--- config.mk ---
export PLATFORM = sky130hd
export DESIGN_NAME = i2c_tx_master
export DESIGN_NICKNAME = d
export VERILOG_FILES = /design/src/rtl/i2c_tx_pkg.sv /design/src/rtl/i2c_tx_qtick.sv /design/src/rtl/i2c_tx_shreg.sv /design/src/rtl/i2c_tx_seq.sv /design/src/rtl/i2c_tx_master.sv
export SDC_FILE = /design/constraint.sdc
export NUM_CORES = 1
export LEC_CHECK = 0
export BUFFER_PORTS_ARGS = -buffer_cell sky130_fd_sc_hd__buf_2
export CORE_UTILIZATION = 55
export CTS_CLUSTER_DIAMETER = 200
export DETAILED_ROUTE_END_ITERATION = 12
export PLACE_DENSITY = 0.83
export SLEW_MARGIN = 15
export SYNTH_ARGS = -nofsm -noshare
export SYNTH_HDL_FRONTEND = slang
export SYNTH_SLANG_ARGS = --single-unit
--- constraint.sdc ---
create_clock -name clk -period 3.2 [get_ports clk]
set_input_delay 0.32 -clock clk [delete_from_list [all_inputs] [get_ports clk]]
set_output_delay 0.32 -clock clk [all_outputs]
set_load 0.05 [all_outputs]
--- src/rtl/i2c_tx_pkg.sv ---
package i2c_tx_pkg;

    localparam int BYTE_W = 8;

    typedef enum logic [2:0] {
        ST_IDLE,
        ST_START,
        ST_BIT,
        ST_HOLD,
        ST_STOP
    } seq_state_e;

    typedef enum logic [1:0] {
        QTR_0,
        QTR_1,
        QTR_2,
        QTR_3
    } quarter_e;

    typedef struct packed {
        logic scl_low;
        logic sda_low;
    } line_drive_t;

    // System cycles per quarter of an SCL period, never below two.
    function automatic int unsigned quarter_cycles(int unsigned clk_hz, int unsigned rate_hz);
        int unsigned q;
        q = clk_hz / (4 * rate_hz);
        return (q < 2) ? 2 : q;
    endfunction

    function automatic quarter_e quarter_inc(quarter_e q);
        return quarter_e'(q + 2'd1);
    endfunction

endpackage

--- src/rtl/i2c_tx_qtick.sv ---
module i2c_tx_qtick #(
    parameter int unsigned QSTD  = 125,
    parameter int unsigned QFAST = 31
) (
    input  logic clk,
    input  logic rst,
    input  logic run,
    input  logic fast,
    output logic tick
);
    localparam int unsigned QMAX = (QSTD > QFAST) ? QSTD : QFAST;
    localparam int CW = $clog2(QMAX + 1);

    logic [CW-1:0] cnt;
    logic [CW-1:0] reload;

    assign reload = fast ? CW'(QFAST - 1) : CW'(QSTD - 1);
    assign tick   = run && (cnt == '0);

    always_ff @(posedge clk) begin
        if (rst || !run) begin
            cnt <= reload;
        end else if (cnt == '0) begin
            cnt <= reload;
        end else begin
            cnt <= cnt - 1'b1;
        end
    end

    AST_TICK_SPACING: assert property (@(posedge clk) disable iff (rst)
        tick |=> !tick);

endmodule

--- src/rtl/i2c_tx_shreg.sv ---
module i2c_tx_shreg #(
    parameter int W = 8
) (
    input  logic         clk,
    input  logic         rst,
    input  logic         load,
    input  logic [W-1:0] din,
    input  logic         shift,
    output logic         msb
);
    logic [W-1:0] data;

    always_ff @(posedge clk) begin
        if (rst) begin
            data <= '0;
        end else if (load) begin
            data <= din;
        end else if (shift) begin
            data <= {data[W-2:0], 1'b0};
        end
    end

    assign msb = data[W-1];

    AST_LOAD_SHIFT_EXCL: assert property (@(posedge clk) disable iff (rst)
        !(load && shift));

endmodule

--- src/rtl/i2c_tx_seq.sv ---
module i2c_tx_seq
    import i2c_tx_pkg::*;
(
    input  logic        clk,
    input  logic        rst,
    input  logic        en,
    input  logic        start_cmd,
    input  logic        load_valid,
    input  logic        stop_arm,
    input  logic        ack_mode,
    input  logic        fast_mode,
    input  logic        sda_sample,
    input  logic        tick,
    input  logic        msb,
    output logic        run,
    output logic        fast_sel,
    output logic        load_go,
    output logic        shift_go,
    output line_drive_t drive,
    output logic        in_bit,
    output logic        busy,
    output logic        byte_done,
    output logic        nack
);
    localparam int IDXW = $clog2(BYTE_W + 1);
    localparam logic [IDXW-1:0] ACK_IDX   = IDXW'(BYTE_W);
    localparam logic [IDXW-1:0] LAST_DATA = IDXW'(BYTE_W - 1);

    seq_state_e      state;
    quarter_e        qtr;
    logic [IDXW-1:0] bitidx;
    logic            stop_armed;
    logic            ack_lat;
    logic            fast_lat;
    logic            nack_q;
    logic            done_q;
    logic            sda_last;
    logic [IDXW-1:0] last_idx;
    logic            stop_due;

    assign last_idx  = ack_lat ? ACK_IDX : LAST_DATA;
    assign stop_due  = stop_armed || stop_arm;
    assign run       = (state == ST_START) || (state == ST_BIT) || (state == ST_STOP);
    assign busy      = run;
    assign in_bit    = (state == ST_BIT);
    assign fast_sel  = fast_lat;
    assign byte_done = done_q;
    assign nack      = nack_q;

    assign load_go  = en && load_valid &&
                      ((state == ST_IDLE) || ((state == ST_HOLD) && !stop_due));
    assign shift_go = tick && (state == ST_BIT) && (qtr == QTR_3) && (bitidx != last_idx);

    // Line levels for the current quarter; quarter 0 of a bit holds the previous SDA.
    always_comb begin
        drive = '0;
        unique case (state)
            ST_IDLE: drive = '0;
            ST_START: begin
                drive.scl_low = 1'b0;
                drive.sda_low = (qtr == QTR_2) || (qtr == QTR_3);
            end
            ST_BIT: begin
                drive.scl_low = (qtr == QTR_0) || (qtr == QTR_1);
                if (qtr == QTR_0)
                    drive.sda_low = sda_last;
                else if (bitidx == ACK_IDX)
                    drive.sda_low = 1'b0;
                else
                    drive.sda_low = !msb;
            end
            ST_HOLD: begin
                drive.scl_low = 1'b1;
                drive.sda_low = sda_last;
            end
            ST_STOP: begin
                drive.scl_low = (qtr == QTR_0) || (qtr == QTR_1);
                drive.sda_low = (qtr == QTR_0) ? sda_last : (qtr != QTR_3);
            end
            default: drive = '0;
        endcase
    end

    always_ff @(posedge clk) begin
        if (rst) begin
            state      <= ST_IDLE;
            qtr        <= QTR_0;
            bitidx     <= '0;
            stop_armed <= 1'b0;
            ack_lat    <= 1'b0;
            fast_lat   <= 1'b0;
            nack_q     <= 1'b0;
            done_q     <= 1'b0;
            sda_last   <= 1'b0;
        end else if (!en) begin
            state      <= ST_IDLE;
            qtr        <= QTR_0;
            bitidx     <= '0;
            stop_armed <= 1'b0;
            done_q     <= 1'b0;
            sda_last   <= 1'b0;
        end else begin
            done_q   <= 1'b0;
            sda_last <= drive.sda_low;
            if (stop_arm && (state != ST_IDLE))
                stop_armed <= 1'b1;
            unique case (state)
                ST_IDLE: begin
                    if (start_cmd) begin
                        state      <= ST_START;
                        qtr        <= QTR_0;
                        ack_lat    <= ack_mode;
                        fast_lat   <= fast_mode;
                        nack_q     <= 1'b0;
                        stop_armed <= 1'b0;
                    end
                end
                ST_START: begin
                    if (tick) begin
                        if (qtr == QTR_3) begin
                            state  <= ST_BIT;
                            qtr    <= QTR_0;
                            bitidx <= '0;
                        end else begin
                            qtr <= quarter_inc(qtr);
                        end
                    end
                end
                ST_BIT: begin
                    if (tick) begin
                        if ((qtr == QTR_2) && (bitidx == ACK_IDX))
                            nack_q <= sda_sample;
                        if (qtr == QTR_3) begin
                            qtr <= QTR_0;
                            if (bitidx == last_idx) begin
                                done_q <= 1'b1;
                                state  <= stop_due ? ST_STOP : ST_HOLD;
                            end else begin
                                bitidx <= bitidx + 1'b1;
                            end
                        end else begin
                            qtr <= quarter_inc(qtr);
                        end
                    end
                end
                ST_HOLD: begin
                    if (stop_due) begin
                        state <= ST_STOP;
                        qtr   <= QTR_0;
                    end else if (load_valid) begin
                        state    <= ST_BIT;
                        qtr      <= QTR_0;
                        bitidx   <= '0;
                        ack_lat  <= ack_mode;
                        fast_lat <= fast_mode;
                        nack_q   <= 1'b0;
                    end
                end
                ST_STOP: begin
                    if (tick) begin
                        if (qtr == QTR_3) begin
                            state      <= ST_IDLE;
                            qtr        <= QTR_0;
                            stop_armed <= 1'b0;
                        end else begin
                            qtr <= quarter_inc(qtr);
                        end
                    end
                end
                default: state <= ST_IDLE;
            endcase
        end
    end

    AST_DONE_PULSE: assert property (@(posedge clk) disable iff (rst)
        done_q |=> !done_q);

    AST_NACK_HELD_PARKED: assert property (@(posedge clk) disable iff (rst)
        ((state == ST_HOLD) && $past(state == ST_HOLD)) |-> $stable(nack_q));

    AST_BITIDX_LIMIT: assert property (@(posedge clk) disable iff (rst)
        bitidx <= ACK_IDX);

    AST_STOP_TO_IDLE: assert property (@(posedge clk) disable iff (rst)
        ($past(state == ST_STOP) && $past(en) && (state != ST_STOP)) |-> (state == ST_IDLE));

endmodule

--- src/rtl/i2c_tx_master.sv ---
module i2c_tx_master
    import i2c_tx_pkg::*;
#(
    parameter int unsigned CLK_HZ       = 50_000_000,
    parameter int unsigned RATE_STD_HZ  = 100_000,
    parameter int unsigned RATE_FAST_HZ = 400_000
) (
    input  logic        clk,
    input  logic        rst,
    input  logic        en,
    input  logic        fast_mode,
    input  logic        ack_mode,
    input  logic        start_cmd,
    input  logic        load_valid,
    input  logic [7:0]  load_data,
    input  logic        stop_arm,
    input  logic        sda_in,
    output logic        scl_drive_low,
    output logic        sda_drive_low,
    output logic        busy,
    output logic        byte_done,
    output logic        nack
);
    localparam int unsigned QSTD  = quarter_cycles(CLK_HZ, RATE_STD_HZ);
    localparam int unsigned QFAST = quarter_cycles(CLK_HZ, RATE_FAST_HZ);

    logic        run;
    logic        fast_sel;
    logic        tick;
    logic        load_go;
    logic        shift_go;
    logic        msb;
    logic        in_bit;
    logic        in_bit_q;
    logic [1:0]  sda_sync;
    line_drive_t drive;
    line_drive_t pin_q;

    always_ff @(posedge clk) begin
        if (rst) begin
            sda_sync <= 2'b11;
        end else begin
            sda_sync <= {sda_sync[0], sda_in};
        end
    end

    i2c_tx_qtick #(
        .QSTD (QSTD),
        .QFAST(QFAST)
    ) u_qtick (
        .clk (clk),
        .rst (rst),
        .run (run),
        .fast(fast_sel),
        .tick(tick)
    );

    i2c_tx_shreg #(
        .W(BYTE_W)
    ) u_shreg (
        .clk  (clk),
        .rst  (rst),
        .load (load_go),
        .din  (load_data),
        .shift(shift_go),
        .msb  (msb)
    );

    i2c_tx_seq u_seq (
        .clk       (clk),
        .rst       (rst),
        .en        (en),
        .start_cmd (start_cmd),
        .load_valid(load_valid),
        .stop_arm  (stop_arm),
        .ack_mode  (ack_mode),
        .fast_mode (fast_mode),
        .sda_sample(sda_sync[1]),
        .tick      (tick),
        .msb       (msb),
        .run       (run),
        .fast_sel  (fast_sel),
        .load_go   (load_go),
        .shift_go  (shift_go),
        .drive     (drive),
        .in_bit    (in_bit),
        .busy      (busy),
        .byte_done (byte_done),
        .nack      (nack)
    );

    always_ff @(posedge clk) begin
        if (rst || !en) begin
            pin_q    <= '0;
            in_bit_q <= 1'b0;
        end else begin
            pin_q    <= drive;
            in_bit_q <= in_bit;
        end
    end

    assign scl_drive_low = pin_q.scl_low;
    assign sda_drive_low = pin_q.sda_low;

    AST_SDA_STABLE_SCL_HIGH: assert property (@(posedge clk) disable iff (rst)
        (!pin_q.scl_low && !$past(pin_q.scl_low) && in_bit_q && $past(in_bit_q))
            |-> $stable(pin_q.sda_low));

    AST_DISABLE_RELEASES: assert property (@(posedge clk) disable iff (rst)
        !en |=> (!scl_drive_low && !sda_drive_low && !busy));

endmodule

# Yosys cells after proc, flatten, opt, wreduce, memory -nomap -nowiden
# Cells that the tools add are included.
# totals
regBits	34
in_bits	17
# classes
n_eq_ne	25
bitwise	4
muxes	56
addsub	3
n_reduce_logical	38
# ops
operator	n
3-bit two-way mux	11
4-bit two-way mux	8
7-bit two-way mux	3
1-bit two-way mux	19
8-bit two-way mux	2
3-bit one-hot mux with 5 select lines	1
2-bit by 1-bit != test with 1-bit output (second input constant)	7
2-bit != test (second input constant)	7
4-bit one-hot mux with 3 select lines	1
3-bit nonzero test	4
2-bit two-way mux	5
1-bit logical AND	9
9-bit AND reduction	1
1-bit logical OR	8
2-bit one-hot mux with 4 select lines	1
8-bit AND reduction	1
7-bit logical NOT	1
7-bit AND reduction	1
7-bit by 1-bit subtractor with 7-bit output (second input constant)	1
3-bit by 2-bit equality test with 1-bit output (second input constant)	2
1-bit one-hot mux with 2 select lines	3
2-bit one-hot mux with 3 select lines	1
5-bit AND reduction	1
5-bit OR reduction	1
other kinds (19)	27

# Longest topological paths before layout
# Gate-level depths: netlist of the first run.
# logic_depth
depth_word	9
depth_mapped	8
mapped_depth_nobuf	7

# Cells and area by module
# A second synthesis of the first run with hierarchy kept.
# unflattened
hier_cells	219
area_unflattened_um2	1916.8
# modules_own_cells
mod	instances	area_each_um2	cells_per_inst
i2c_tx_seq	1	1054.8	134
i2c_tx_qtick	1	382.9	42
i2c_tx_shreg	1	369.1	35
i2c_tx_master	1	110.1	8

# Least setup slack after synthesis of the first run
# No wires, ideal clock.
# synth_path
path_type	register -> register
from	register u_seq.state[0]
to	register u_qtick.cnt[5]
synth_period_minus_slack_ns	2.018
path_slack_ns	1.182
arrival_time_ns	1.946
path_stages_with_launch	8
setup_ns	0.072
cell_sequence	dfxtp_1 clkbuf_8 or3b_2 o21a_1 inv_1 and2_1 buf_2 mux2i_1
# synth_via
elab_chain_cells	6
# synth_lines
element	line_no	source
start: declaration	i2c_tx_seq.sv:29	seq_state_e state;
start signal: assignment	i2c_tx_seq.sv:137	state <= stop_due ? ST_STOP : ST_HOLD;
3-bit by 1-bit equality test with 1-bit output / 3-bit by 2-bit equality test with 1-bit output (equally long branches)	i2c_tx_seq.sv:43	assign run = (state == ST_START) || (state == ST_BIT) || (state == ST_STOP);
1-bit logical OR	i2c_tx_seq.sv:43	
1-bit logical OR (*)	i2c_tx_seq.sv:43	
via busy	i2c_tx_master.sv:20	output logic busy,
1-bit logical NOT (*)	i2c_tx_qtick.sv:21	if (rst || !run) begin
1-bit logical OR (*)	i2c_tx_qtick.sv:21	
7-bit two-way mux (*)	i2c_tx_qtick.sv:21	
end signal: assignment	i2c_tx_qtick.sv:22	cnt <= reload;
end signal: assignment	i2c_tx_qtick.sv:24	cnt <= reload;
end signal: assignment	i2c_tx_qtick.sv:26	cnt <= cnt - 1'b1;
end: declaration	i2c_tx_qtick.sv:14	logic [CW-1:0] cnt;
# The timed path passes the listed nets; every way through them passes the cells marked *.
# A chain may end at the register's enable or synchronous reset.

# Worst setup path in the final report of the first run
# layout_path
from	register u_seq.state[2]
to	output busy
# layout_via
elab_chain_cells	3
# layout_lines
element	line_no
3-bit by 1-bit equality test with 1-bit output / 3-bit by 2-bit equality test with 1-bit output (equally long branches)	i2c_tx_seq.sv:43
1-bit logical OR	i2c_tx_seq.sv:43
1-bit logical OR (*)	i2c_tx_seq.sv:43
end: declaration	i2c_tx_master.sv:20
# Mark *: on every way between the ends. The rest lies on a longest branch, timed or not.

==> results of run 1 <==
per-stage QoR:
stage                     setup slack (ns)  total power (W)  hold WS (ns)  area [um2]  std cells
after floorplan                       1.18         0.000537         0.389        1970        224
after global placement                1.07         0.000559         0.392        2020        280
after detailed placement              1.06         0.000562         0.396        2020        280
after CTS                            0.697         0.000826         0.160        2090        288
after global routing                 0.571         0.000859         0.171        2090        288
final                                0.691         0.000821         0.168        2090        288
final cells by class:
| cell class | instances | area [um2] |
|---|---|---|
| clock buffers | 7 | 65.1 |
| fillers | 303 | 1300 |
| flip-flops and latches | 33 | 661 |
| inverters | 8 | 30.0 |
| multi-input cells | 171 | 1160 |
| well taps | 46 | 57.6 |
| repair buffers | 22 | 113 |
| clock inverters | 1 | 5.00 |
state kept, by name (all words and copies together) (netlist names):
register	count
u_qtick.cnt	7
sda_drive_low	1
u_seq.qtr	2
u_seq.ack_lat	1
u_shreg.data	8
u_seq.fast_sel	1
u_seq.bitidx	4
u_seq.stop_armed	1
scl_drive_low	1
u_seq.nack	1
u_seq.state	3
sda_sync	2
u_seq.byte_done	1
power groups by stage:
stage | Sequential [W] | Combinational [W] | Clock, W
CTS | 0.000443 | 0.000110 | 0.000273
floorplan | 0.000444 | 0.0000925 | 0
detailed placement | 0.000452 | 0.000110 | 0
finish | 0.000443 | 0.000110 | 0.000268
global placement | 0.000452 | 0.000108 | 0
global route | 0.000446 | 0.000123 | 0.000289
worst max path at each step:
stage,end,slack (ns),depth (start not counted)
after detailed placement,u_qtick.cnt[5],1.06,5
final,busy,0.69,4
after global placement,u_seq.bitidx[2],1.07,7
after floorplan,u_qtick.cnt[5],1.18,7
after global routing,busy,0.57,4
after CTS,busy,0.70,4
metal layers:
| layer | wire [um] | part of all wire, % | vias to the layer above | global-route usage [%] |
|---|---|---|---|---|
| met4 | 61 | 1.6 | 0 | 8.89 |
| met2 | 1840 | 47 | 60 | 36.7 |
| met3 | 242 | 6.1 | 8 | 5.38 |
| li1 | - | - | 852 | - |
| met1 | 1800 | 46 | 757 | 29.4 |
| met5 | 0 | 0 | - | 0 |
synthesized netlist by cell type (all sizes together), types with 3 or more instances:
cell and count:
a21oi 18, a22oi 7, and3 4, buf 3, clkbuf 9, dfxtp 33
ha 8, inv 8, mux2i 7, nand2 20, nand3 9, nand4 4
nor2 19, nor2b 3, nor3 9, nor3b 4, o211ai 3, o21ai 10
xnor2 4
cell usage in the layout, fill, tap and decap left out, drive strengths merged, types with 3 or more instances in the layout:
cell / synthesis / routed
nand2: 20 / 20
buf: 3 / 22
nor2: 19 / 19
inv: 8 / 8
a21oi: 18 / 18
ha: 8 / 8
nor3b: 4 / 4
mux2i: 7 / 7
a22oi: 7 / 7
nor2b: 3 / 3
and3: 4 / 4
clkbuf: 9 / 7
dfxtp: 33 / 33
nand3: 9 / 9
nand4: 4 / 4
xnor2: 4 / 4
o21ai: 10 / 10
nor3: 9 / 9
o211ai: 3 / 3
cell families (layout without fill, tap and decap cells):
logic type | after synthesis | after routing | share of synthesized area [%]
simple gates | 92 | 92 | 27.1
mux | 7 | 7 | 3.56
buf+inv | 20 | 38 | 7.32
compound gates | 58 | 58 | 20.6
flops | 33 | 33 | 33.6
xor+xnor | 6 | 6 | 2.67
fa+ha+maj | 8 | 8 | 5.09
worst max-delay path: cells and delay by family (launching register included):
kind / cells / cell delay [ns]
DFF: 1 / 0.73
and+or+nand+nor: 1 / 0.55
buffers and inverters: 2 / 0.43
AOI/OAI and AO/OA: 1 / 0.15
==> impl_metrics.py, run 1 <==
metrics = {
    "synth": {
        "synth_edf_count": 0,
        "synthCells": 224,
        "postSynth.asyncResetShare_pct": 0,
        "syn_avg_cell_area_um2": 8.78,
        "synthDominantCellAreaShare_pct": 33.6,
        "synthFlopType": "sky130_fd_sc_hd__dfxtp_1",
        "synth_area_leaders": "sky130_fd_sc_hd__dfxtp_1 (34%), sky130_fd_sc_hd__ha_1 (5.1%), sky130_fd_sc_hd__a21oi_1 (4.6%)",
        "share_of_the_yosys_chip_area_belonging_to_registers_pct": 33.6,
        "syn_area_mm2": 0.00197,
        "synth_nets": 249,
        "synth_cell_type_count": 60,
        "yosysWarningCount": 0,
        "synth.ff_latch_count": 33,
        "synth_top_area_cell": "sky130_fd_sc_hd__dfxtp_1",
    },
    "hold_path": {
        "worst_hold_path_depth": 2,
        "worst_hold_startpoint": "sda_in",
        "worst_hold_path_type": "input port to register",
        "hold-path-endpoint": "sda_sync[0]",
    },
    "power_and_ir_drop": {
        "power.switching_fraction_pct": 26.9,
        "p_leak_nw": 0.767,
        "share_seq_of_total_power_pct": 54.0,
        "power.clock.fraction_pct": 32.6,
        "comb_power_share_pct": 13.4,
        "max-vdd-ir-drop_v": 0.000365,
        "p_sw_w": 0.000221,
        "cellInternalPower_w": 0.000600,
        "power_per_cell_area_mw_per_mm2": 393,
    },
    "route": {
        "ant_nets": 0,
        "drcViolationCount": 0,
        "totalWireLength_mm": 3.94,
        "route.detailed.vias_per_inst": 5.82,
        "pre_antenna_drt_iters": 4,
        "route.detailed.wl_per_inst_um": 13.7,
        "vias": 1677,
        "detailedRoute.firstIterationViolations": 107,
    },
    "sta": {
        "final_clock_skew_ns": 0.00971,
        "slew_headroom_pct": 57.2,
        "totalNegativeSetupSlack_ns": 0,
        "min_period_ns": 2.51,
        "rsz_0062_raised_after_global_routing": "false",
        "worst-slew-pin-transition_ns": 0.642,
        "timing.final.crit_share_pct": 78.4,
        "finalSetupViolations": 0,
        "final-max-slew-violation-count": 0,
        "report.final.hold_viol_count": 0,
        "achievable-frequency_mhz": 398,
    },
    "placement": {
        "dp.final_hpwl_mm": 2.90,
        "numPortBuffers": 21,
        "gp_routability_congestion": 0.878,
    },
    "final_layout": {
        "finish.utilization_pct": 61.7,
        "share_of_cells_above_drive_strength_1_pct": 17.8,
        "final_nets": 266,
        "flow.area_growth_from_synthesis_pct": 6.43,
        "number_of_inserted_diodes": 0,
    },
    "worst_setup_path": {
        "critical-path-max-stage-delay_ns": 0.73,
        "ff2ff_setup_slack_ns": 1.02,
        "cp.required_ns": 2.88,
        "cp_data_arrival_time_ns": 2.19,
        "worst_setup_path_end_kind": "primary output",
        "rr_endpoint": "u_qtick.cnt[5]",
        "timing.critical_path.from_type": "register",
        "worst-path-max-fanout": 18,
        "path_class": "register to primary output",
        "worst_path_cell_with_the_longest_stage_delay": "sky130_fd_sc_hd__dfxtp_1",
        "critPathLaunch": "u_seq.state[2]",
        "cp_cell_sequence": "or3b_2 -> o21a_1 -> inv_1 -> buf_2",
        "ff2ff_path_depth": 5,
        "critical_path.reg2reg.startpoint": "u_seq.state[2]",
    },
    "status": {
        "status": "finished, final reports clean",
    },
    "cts": {
        "postCtsHoldBufs": 0,
        "cts-root-buf": "sky130_fd_sc_hd__clkbuf_4",
        "cts.path.max_buffers": 2,
        "tritoncts": "built",
        "clk-insertion-delay-late_ns": 0.33,
        "clock_sink_count": 33,
        "cts_made_buffers": 5,
        "htree_levels": 2,
        "clkSlewWorstSetupHoldPaths_ns": 0.10,
        "cts.repair.resized": 0,
        "cts_post_setup_buffers_inserted": 0,
    },
    "floorplan": {
        "dieHeight_um": 61.8,
        "area_of_the_core_mm2": 0.00339,
        "placement_rows": 21,
        "floorplan.io_pins": 22,
        "die-area_mm2": 0.00382,
        "initial_core_util_pct": 58.0,
        "chipWidth_um": 61.8,
    },
    "global_route": {
        "global_route.usage.total_pct": 22.7,
        "grt_pass1_wl_mm": 6.38,
        "pin_count_of_the_biggest_net_entering_global_routing": 23,
        "global_route.overflow_total": 0,
        "antenna_found_initial": 0,
        "first_global_vias": 1457,
    },
    "job": {
        "timing.max_cap.violations": 0,
    },
}
No activity file was read; power rests on OpenSTA's default activity.
==> run 2, diff against run 1 <==
ABC_AREA = 1   (was not set)
clock period = 2.5 ns   (was 3.2 ns; I/O delays follow)
==> run 2 against run 1 <==
Against the previous run: non-clock buffer count fell by 1; power grew to 2.7 times the previous value; highest routed layer unchanged; global-route usage increased by 1.7 points; synthesized area is 1.4% lower; worst setup slack lost 0.0028 ns; sequential share of layout area shrank 0.50 points; register-to-register slack got worse by 0.18 ns; clock-buffer cell count shrank 1; wire length up 0.64%; critical path type unchanged; critical path depth stayed put; utilization increased by 1.5 points.
==> impl_metrics.py, run 2 <==
metrics = {
    "power_and_ir_drop": {
        "max-vdd-ir-drop_v": 0.000523,
        "comb_power_share_pct": 54.1,
        "cellInternalPower_w": 0.00111,
        "p_sw_w": 0.00111,
        "p_leak_nw": 1.00,
        "share_seq_of_total_power_pct": 32.7,
        "power.clock.fraction_pct": 13.2,
        "power.switching_fraction_pct": 50.1,
        "power_per_cell_area_mw_per_mm2": 1040,
    },
    "worst_setup_path": {
        "cp_data_arrival_time_ns": 1.56,
        "critical_path.reg2reg.startpoint": "u_seq.stop_armed",
        "path_class": "register to primary output",
        "timing.critical_path.from_type": "register",
        "ff2ff_path_depth": 7,
        "rr_endpoint": "u_shreg.data[6]",
        "worst_setup_path_end_kind": "primary output",
        "cp.required_ns": 2.25,
        "ff2ff_setup_slack_ns": 0.84,
        "worst-path-max-fanout": 12,
    },
    "final_layout": {
        "largest_registers_in_the_final_layout": "u_shreg.data x8, u_qtick.cnt x7, u_seq.bitidx x4",
        "final_common_cell": "sky130_fd_sc_hd__nand2_1",
        "number_of_inserted_diodes": 0,
        "final_nets": 334,
        "registers.top_by_ff_count": "u_shreg.data",
        "largest_register_ffs": 8,
        "share_of_cells_above_drive_strength_1_pct": 17.1,
        "layout.cells.most_common_list": "sky130_fd_sc_hd__nand2_1 (68), sky130_fd_sc_hd__nand3_1 (39), sky130_fd_sc_hd__nor2_1 (37), sky130_fd_sc_hd__dfxtp_1 (33), sky130_fd_sc_hd__inv_1 (31)",
        "flow.area_growth_from_synthesis_pct": 9.68,
        "finish.utilization_pct": 63.2,
    },
    "sta": {
        "finalSetupViolations": 0,
        "worst-slew-pin-transition_ns": 0.327,
        "achievable-frequency_mhz": 552,
        "timing.final.crit_share_pct": 72.5,
        "totalNegativeSetupSlack_ns": 0,
        "final_clock_skew_ns": 0.00480,
        "slew_headroom_pct": 78.1,
        "final-max-slew-violation-count": 0,
        "min_period_ns": 1.81,
        "report.final.hold_viol_count": 0,
        "rsz_0062_raised_after_global_routing": "false",
    },
    "route": {
        "drcViolationCount": 0,
        "route.detailed.wl_per_inst_um": 11.1,
        "ant_nets": 0,
        "route.detailed.vias_per_inst": 5.12,
        "pre_antenna_drt_iters": 4,
        "vias": 1822,
        "detailedRoute.firstIterationViolations": 136,
        "totalWireLength_mm": 3.96,
    },
    "cts": {
        "postCtsHoldBufs": 0,
        "cts_post_setup_buffers_inserted": 0,
        "clock_sink_count": 33,
        "cts.path.max_buffers": 2,
        "htree_levels": 2,
        "clkSlewWorstSetupHoldPaths_ns": 0.10,
        "cts_made_buffers": 5,
        "clk-insertion-delay-late_ns": 0.34,
        "tritoncts": "built",
        "cts.repair.resized": 0,
        "cts-root-buf": "sky130_fd_sc_hd__clkbuf_4",
    },
    "synth": {
        "synth_top_area_cell": "sky130_fd_sc_hd__dfxtp_1",
        "synth_area_leaders": "sky130_fd_sc_hd__dfxtp_1 (34%), sky130_fd_sc_hd__nand2_1 (13%), sky130_fd_sc_hd__nand3_1 (10%)",
        "yosysWarningCount": 0,
        "synth_cell_type_count": 29,
        "syn_avg_cell_area_um2": 6.82,
        "synth.ff_latch_count": 33,
        "share_of_the_yosys_chip_area_belonging_to_registers_pct": 34.1,
        "synthCells": 284,
        "synthFlopType": "sky130_fd_sc_hd__dfxtp_1",
        "synthDominantCellAreaShare_pct": 34.1,
        "post_synth_most_frequent_cells": "sky130_fd_sc_hd__nand2_1 (68), sky130_fd_sc_hd__nand3_1 (39), sky130_fd_sc_hd__nor2_1 (37)",
        "postSynth.asyncResetShare_pct": 0,
        "syn_area_mm2": 0.00194,
        "yosysMostFrequentCell": "sky130_fd_sc_hd__nand2_1",
        "synth_nets": 309,
        "synth_edf_count": 0,
    },
    "floorplan": {
        "placement_rows": 21,
        "floorplan.io_pins": 22,
        "initial_core_util_pct": 57.6,
        "die-area_mm2": 0.00377,
        "chipWidth_um": 61.4,
        "area_of_the_core_mm2": 0.00336,
        "dieHeight_um": 61.4,
    },
    "placement": {
        "numPortBuffers": 21,
        "gp_routability_congestion": 0.877,
        "dp.final_hpwl_mm": 3.02,
    },
    "global_route": {
        "first_global_vias": 1581,
        "antenna_found_initial": 0,
        "pin_count_of_the_biggest_net_entering_global_routing": 17,
        "global_route.overflow_total": 0,
        "grt_pass1_wl_mm": 6.61,
        "global_route.usage.total_pct": 24.4,
    },
    "hold_path": {
        "hold-path-endpoint": "sda_sync[0]",
        "worst_hold_path_depth": 2,
        "worst_hold_startpoint": "sda_in",
        "worst_hold_path_type": "input port to register",
    },
    "status": {
        "status": "finished, final reports clean",
    },
    "job": {
        "timing.max_cap.violations": 0,
    },
}
## run 2: worst max-delay path by stage
stage | startpoint | to | slack (ns)
final | u_seq.state[2] | busy | 0.69
after CTS | u_seq.state[2] | busy | 0.68
after floorplan | u_seq.state[2] | u_qtick.cnt[6] | 0.95
after global placement | stop_arm | u_shreg.data[3] | 0.92
after global routing | u_seq.state[2] | busy | 0.55
after detailed placement | stop_arm | u_shreg.data[6] | 0.86
## run 2: cells by family after synthesis
kind of cell	Yosys count	synth area share, %
DFF	33	34.1
adders and majority gates	8	5.16
buffers and inverters	38	8.13
and+or+nand+nor	172	42.3
AOI/OAI and AO/OA	30	8.91
xor gates and xnor gates	3	1.36
## run 2: per-layer routing
layer	global-route usage (%)	wire [um]
met4	8.57	57
met5	0	0
met3	8.19	215
met2	39.3	1810
met1	30.7	1870
## run 2: per-stage QoR
step                hold slack, ns  cell area (um2)  worst slack, ns  std cells  power [W]
finish                      0.0817             2130            0.688        356    0.00222
global route                0.0694             2130            0.546        356    0.00243
CTS                         0.0731             2130            0.676        356    0.00222
detailed placement           0.403             2070            0.861        348    0.00193
global placement             0.395             2070            0.915        348    0.00191
floorplan                    0.354             1940            0.949        284    0.00171
## run 2: critical path, cell delays in order, from the launching register on
cell                      delay (ns)
sky130_fd_sc_hd__dfxtp_1        0.38
sky130_fd_sc_hd__inv_2          0.21
sky130_fd_sc_hd__nand3_1        0.18
sky130_fd_sc_hd__nand3_2        0.17
sky130_fd_sc_hd__buf_2          0.28
## run 2: layout make-up
class	instances	area, um2
clock buffer	6	41.3
clock inverter	2	10.0
fill	330	1240
inverter	35	131
multi-input combinational	213	1120
sequential	33	661
tap	46	57.6
timing repair buffer	21	105
## run 2: power groups by stage
stage | Clock [W] | Combinational, W | Sequential [W]
4_1_cts | 0.000300 | 0.00119 | 0.000725
6_report | 0.000292 | 0.00120 | 0.000725
5_1_grt | 0.000324 | 0.00137 | 0.000742
3_3_place_gp | 0 | 0.00117 | 0.000735
2_1_floorplan | 0 | 0.000959 | 0.000752
3_5_place_dp | 0 | 0.00119 | 0.000737
==> run 3, diff against run 2 <==
clock period = 1.75 ns   (was 2.5 ns; I/O delays follow)
==> run 3 against run 2 <==
Against the previous run: global-route usage fell by 0.75 points; critical endpoint unchanged; final cell count is 1.1% higher; register-to-register slack worse by 0.65 ns; utilization is 1.2 points higher; largest cell class unchanged; largest power group unchanged; critical path type unchanged; first-iteration DRC count shrank 21%; critical path depth stayed put; power rose by 46%; clock power grew 40%; combinational power up 48%; die area stayed put; highest routed layer unchanged.
==> impl_metrics.py, run 3 (synthesis gave the netlist of run 2 again) <==
metrics = {
    "worst_setup_path": {
        "worst_setup_path_end_kind": "primary output",
        "cp_data_arrival_time_ns": 1.50,
        "critPathLaunch": "u_seq.state[2]",
        "worst-path-max-fanout": 12,
        "cp.required_ns": 1.57,
        "cp_cell_sequence": "inv_2 -> nand3_1 -> nand3_2 -> buf_4",
        "path_class": "register to primary output",
        "worst_path_cell_with_the_longest_stage_delay": "sky130_fd_sc_hd__dfxtp_2",
        "timing.critical_path.from_type": "register",
        "critical-path-max-stage-delay_ns": 0.37,
        "critical_path.reg2reg.startpoint": "u_qtick.cnt[0]",
    },
    "final_layout": {
        "flow.area_growth_from_synthesis_pct": 11.8,
        "largest_registers_in_the_final_layout": "u_shreg.data x8, u_qtick.cnt x7, u_seq.bitidx x4",
        "final_common_cell": "sky130_fd_sc_hd__nand2_1",
        "layout.cells.most_common_list": "sky130_fd_sc_hd__nand2_1 (68), sky130_fd_sc_hd__nand3_1 (39), sky130_fd_sc_hd__nor2_1 (36), sky130_fd_sc_hd__inv_1 (31), sky130_fd_sc_hd__dfxtp_1 (30)",
        "final_nets": 338,
        "registers.top_by_ff_count": "u_shreg.data",
        "number_of_inserted_diodes": 0,
        "largest_register_ffs": 8,
        "layout.filler_cells": 335,
        "finish.instance_area_mm2": 0.00217,
        "share_of_cells_above_drive_strength_1_pct": 19.1,
    },
    "sta": {
        "min_period_ns": 1.68,
        "slew_headroom_pct": 78.3,
        "achievable-frequency_mhz": 596,
        "worst-slew-pin-transition_ns": 0.323,
        "report.final.hold_viol_count": 0,
        "rsz_0062_raised_after_global_routing": "false",
        "totalNegativeSetupSlack_ns": 0,
        "finalSetupViolations": 0,
        "final_clock_skew_ns": 0.00826,
        "final-max-slew-violation-count": 0,
        "timing.final.crit_share_pct": 95.9,
    },
    "cts": {
        "cts-root-buf": "sky130_fd_sc_hd__clkbuf_4",
        "cts_made_buffers": 5,
        "clock_sink_count": 33,
        "cts_post_setup_buffers_inserted": 0,
        "clkSlewWorstSetupHoldPaths_ns": 0.10,
        "tritoncts": "built",
        "htree_levels": 2,
        "cts.path.max_buffers": 2,
        "clk-insertion-delay-late_ns": 0.34,
    },
    "floorplan": {
        "initial_core_util_pct": 57.6,
        "floorplan.io_pins": 22,
        "die-area_mm2": 0.00377,
        "dieHeight_um": 61.4,
        "placement_rows": 21,
        "area_of_the_core_mm2": 0.00336,
        "chipWidth_um": 61.4,
    },
    "power_and_ir_drop": {
        "power_per_cell_area_mw_per_mm2": 1490,
        "max-vdd-ir-drop_v": 0.000634,
        "p_leak_nw": 1.02,
    },
    "placement": {
        "gp_routability_congestion": 0.903,
        "dp.final_hpwl_mm": 3.08,
        "numPortBuffers": 21,
        "postPlaceCellArea_mm2": 0.00210,
    },
    "global_route": {
        "first_global_vias": 1558,
        "global_route.overflow_total": 0,
        "grt_pass1_wl_mm": 6.47,
        "antenna_found_initial": 0,
        "global_route.usage.total_pct": 23.7,
        "pin_count_of_the_biggest_net_entering_global_routing": 17,
    },
    "route": {
        "totalWireLength_mm": 4.04,
        "detailedRoute.firstIterationViolations": 107,
        "ant_nets": 0,
        "vias": 1898,
        "route.detailed.wl_per_inst_um": 11.2,
        "route.detailed.vias_per_inst": 5.27,
        "pre_antenna_drt_iters": 4,
        "drcViolationCount": 0,
    },
    "hold_path": {
        "worst_hold_path_type": "input port to register",
        "worst_hold_startpoint": "fast_mode",
    },
    "job": {
        "timing.max_cap.violations": 0,
    },
    "status": {
        "status": "finished, final reports clean",
    },
}
run 3: cell types whose count changed in the layout (fill, tap and decap cells not counted), sizes merged:
cell	before	now
buf	21	24
dlygate4sd3	0	1
run 3: where the power goes:
| part | total (W) | leakage [nW] | internal [W] | switching [W] |
|---|---|---|---|---|
| Combinational | 0.00178 | 0.722 | 0.000575 | 0.00120 |
| Clock | 0.000410 | 0.0320 | 0.000153 | 0.000258 |
| Sequential | 0.00104 | 0.270 | 0.000908 | 0.000135 |
| Total | 0.00323 | 1.02 | 0.00164 | 0.00159 |
run 3: worst paths after layout:
check	to	slack (ns)	depth (start not counted)
worst max-delay path	busy	0.07	4
worst min-delay path	u_seq.fast_sel	0.04	3
worst max register to register	u_seq.state[1]	0.19	11
worst min register to register	u_qtick.cnt[0]	0.42	1
run 3: layout make-up:
type                            count  area (um2)  area share [%]
Tap cell                           46        57.6            2.66
Clock inverter                      2        10.0           0.462
Timing Repair Buffer               25         140            6.47
Sequential cell                    33         664            30.7
Clock buffer                        6        41.3            1.91
Inverter                           35         131            6.06
Multi-Input combinational cell    213        1120            51.8
run 3: timing repair:
action,4_1_cts,5_1_grt
endpoints found under the setup margin,1,3
hold buffers,1,0
endpoints found under the hold margin,1,0
gates resized for setup,1,4
run 3: critical path: cells and delay by family, from the launching register on:
family                 cells  cell delay, ns
flip-flops                 1            0.37
AND/OR/NAND/NOR            2            0.37
buffers and inverters      2            0.42
run 3: layer usage:
metal	track usage, %	vias up	wire length (um)
met5	0	-	0
met2	39.4	36	1910
met4	7.62	0	54
met1	28.8	868	1890
met3	8.19	4	190
li1	-	990	-
run 3: stage by stage:
step	instances	hold slack, ns	util (%)	power, W	setup WS (ns)
4_1_cts	360	0.0376	64.2	0.00322	0.0147
5_1_grt	360	0.0576	64.4	0.00352	0.000417
6_report	360	0.0443	64.4	0.00323	0.0716
3_5_place_dp	351	0.363	62.4	0.00279	0.176
3_3_place_gp	351	0.360	62.4	0.00276	0.218
2_1_floorplan	284	0.279	-	0.00244	0.199
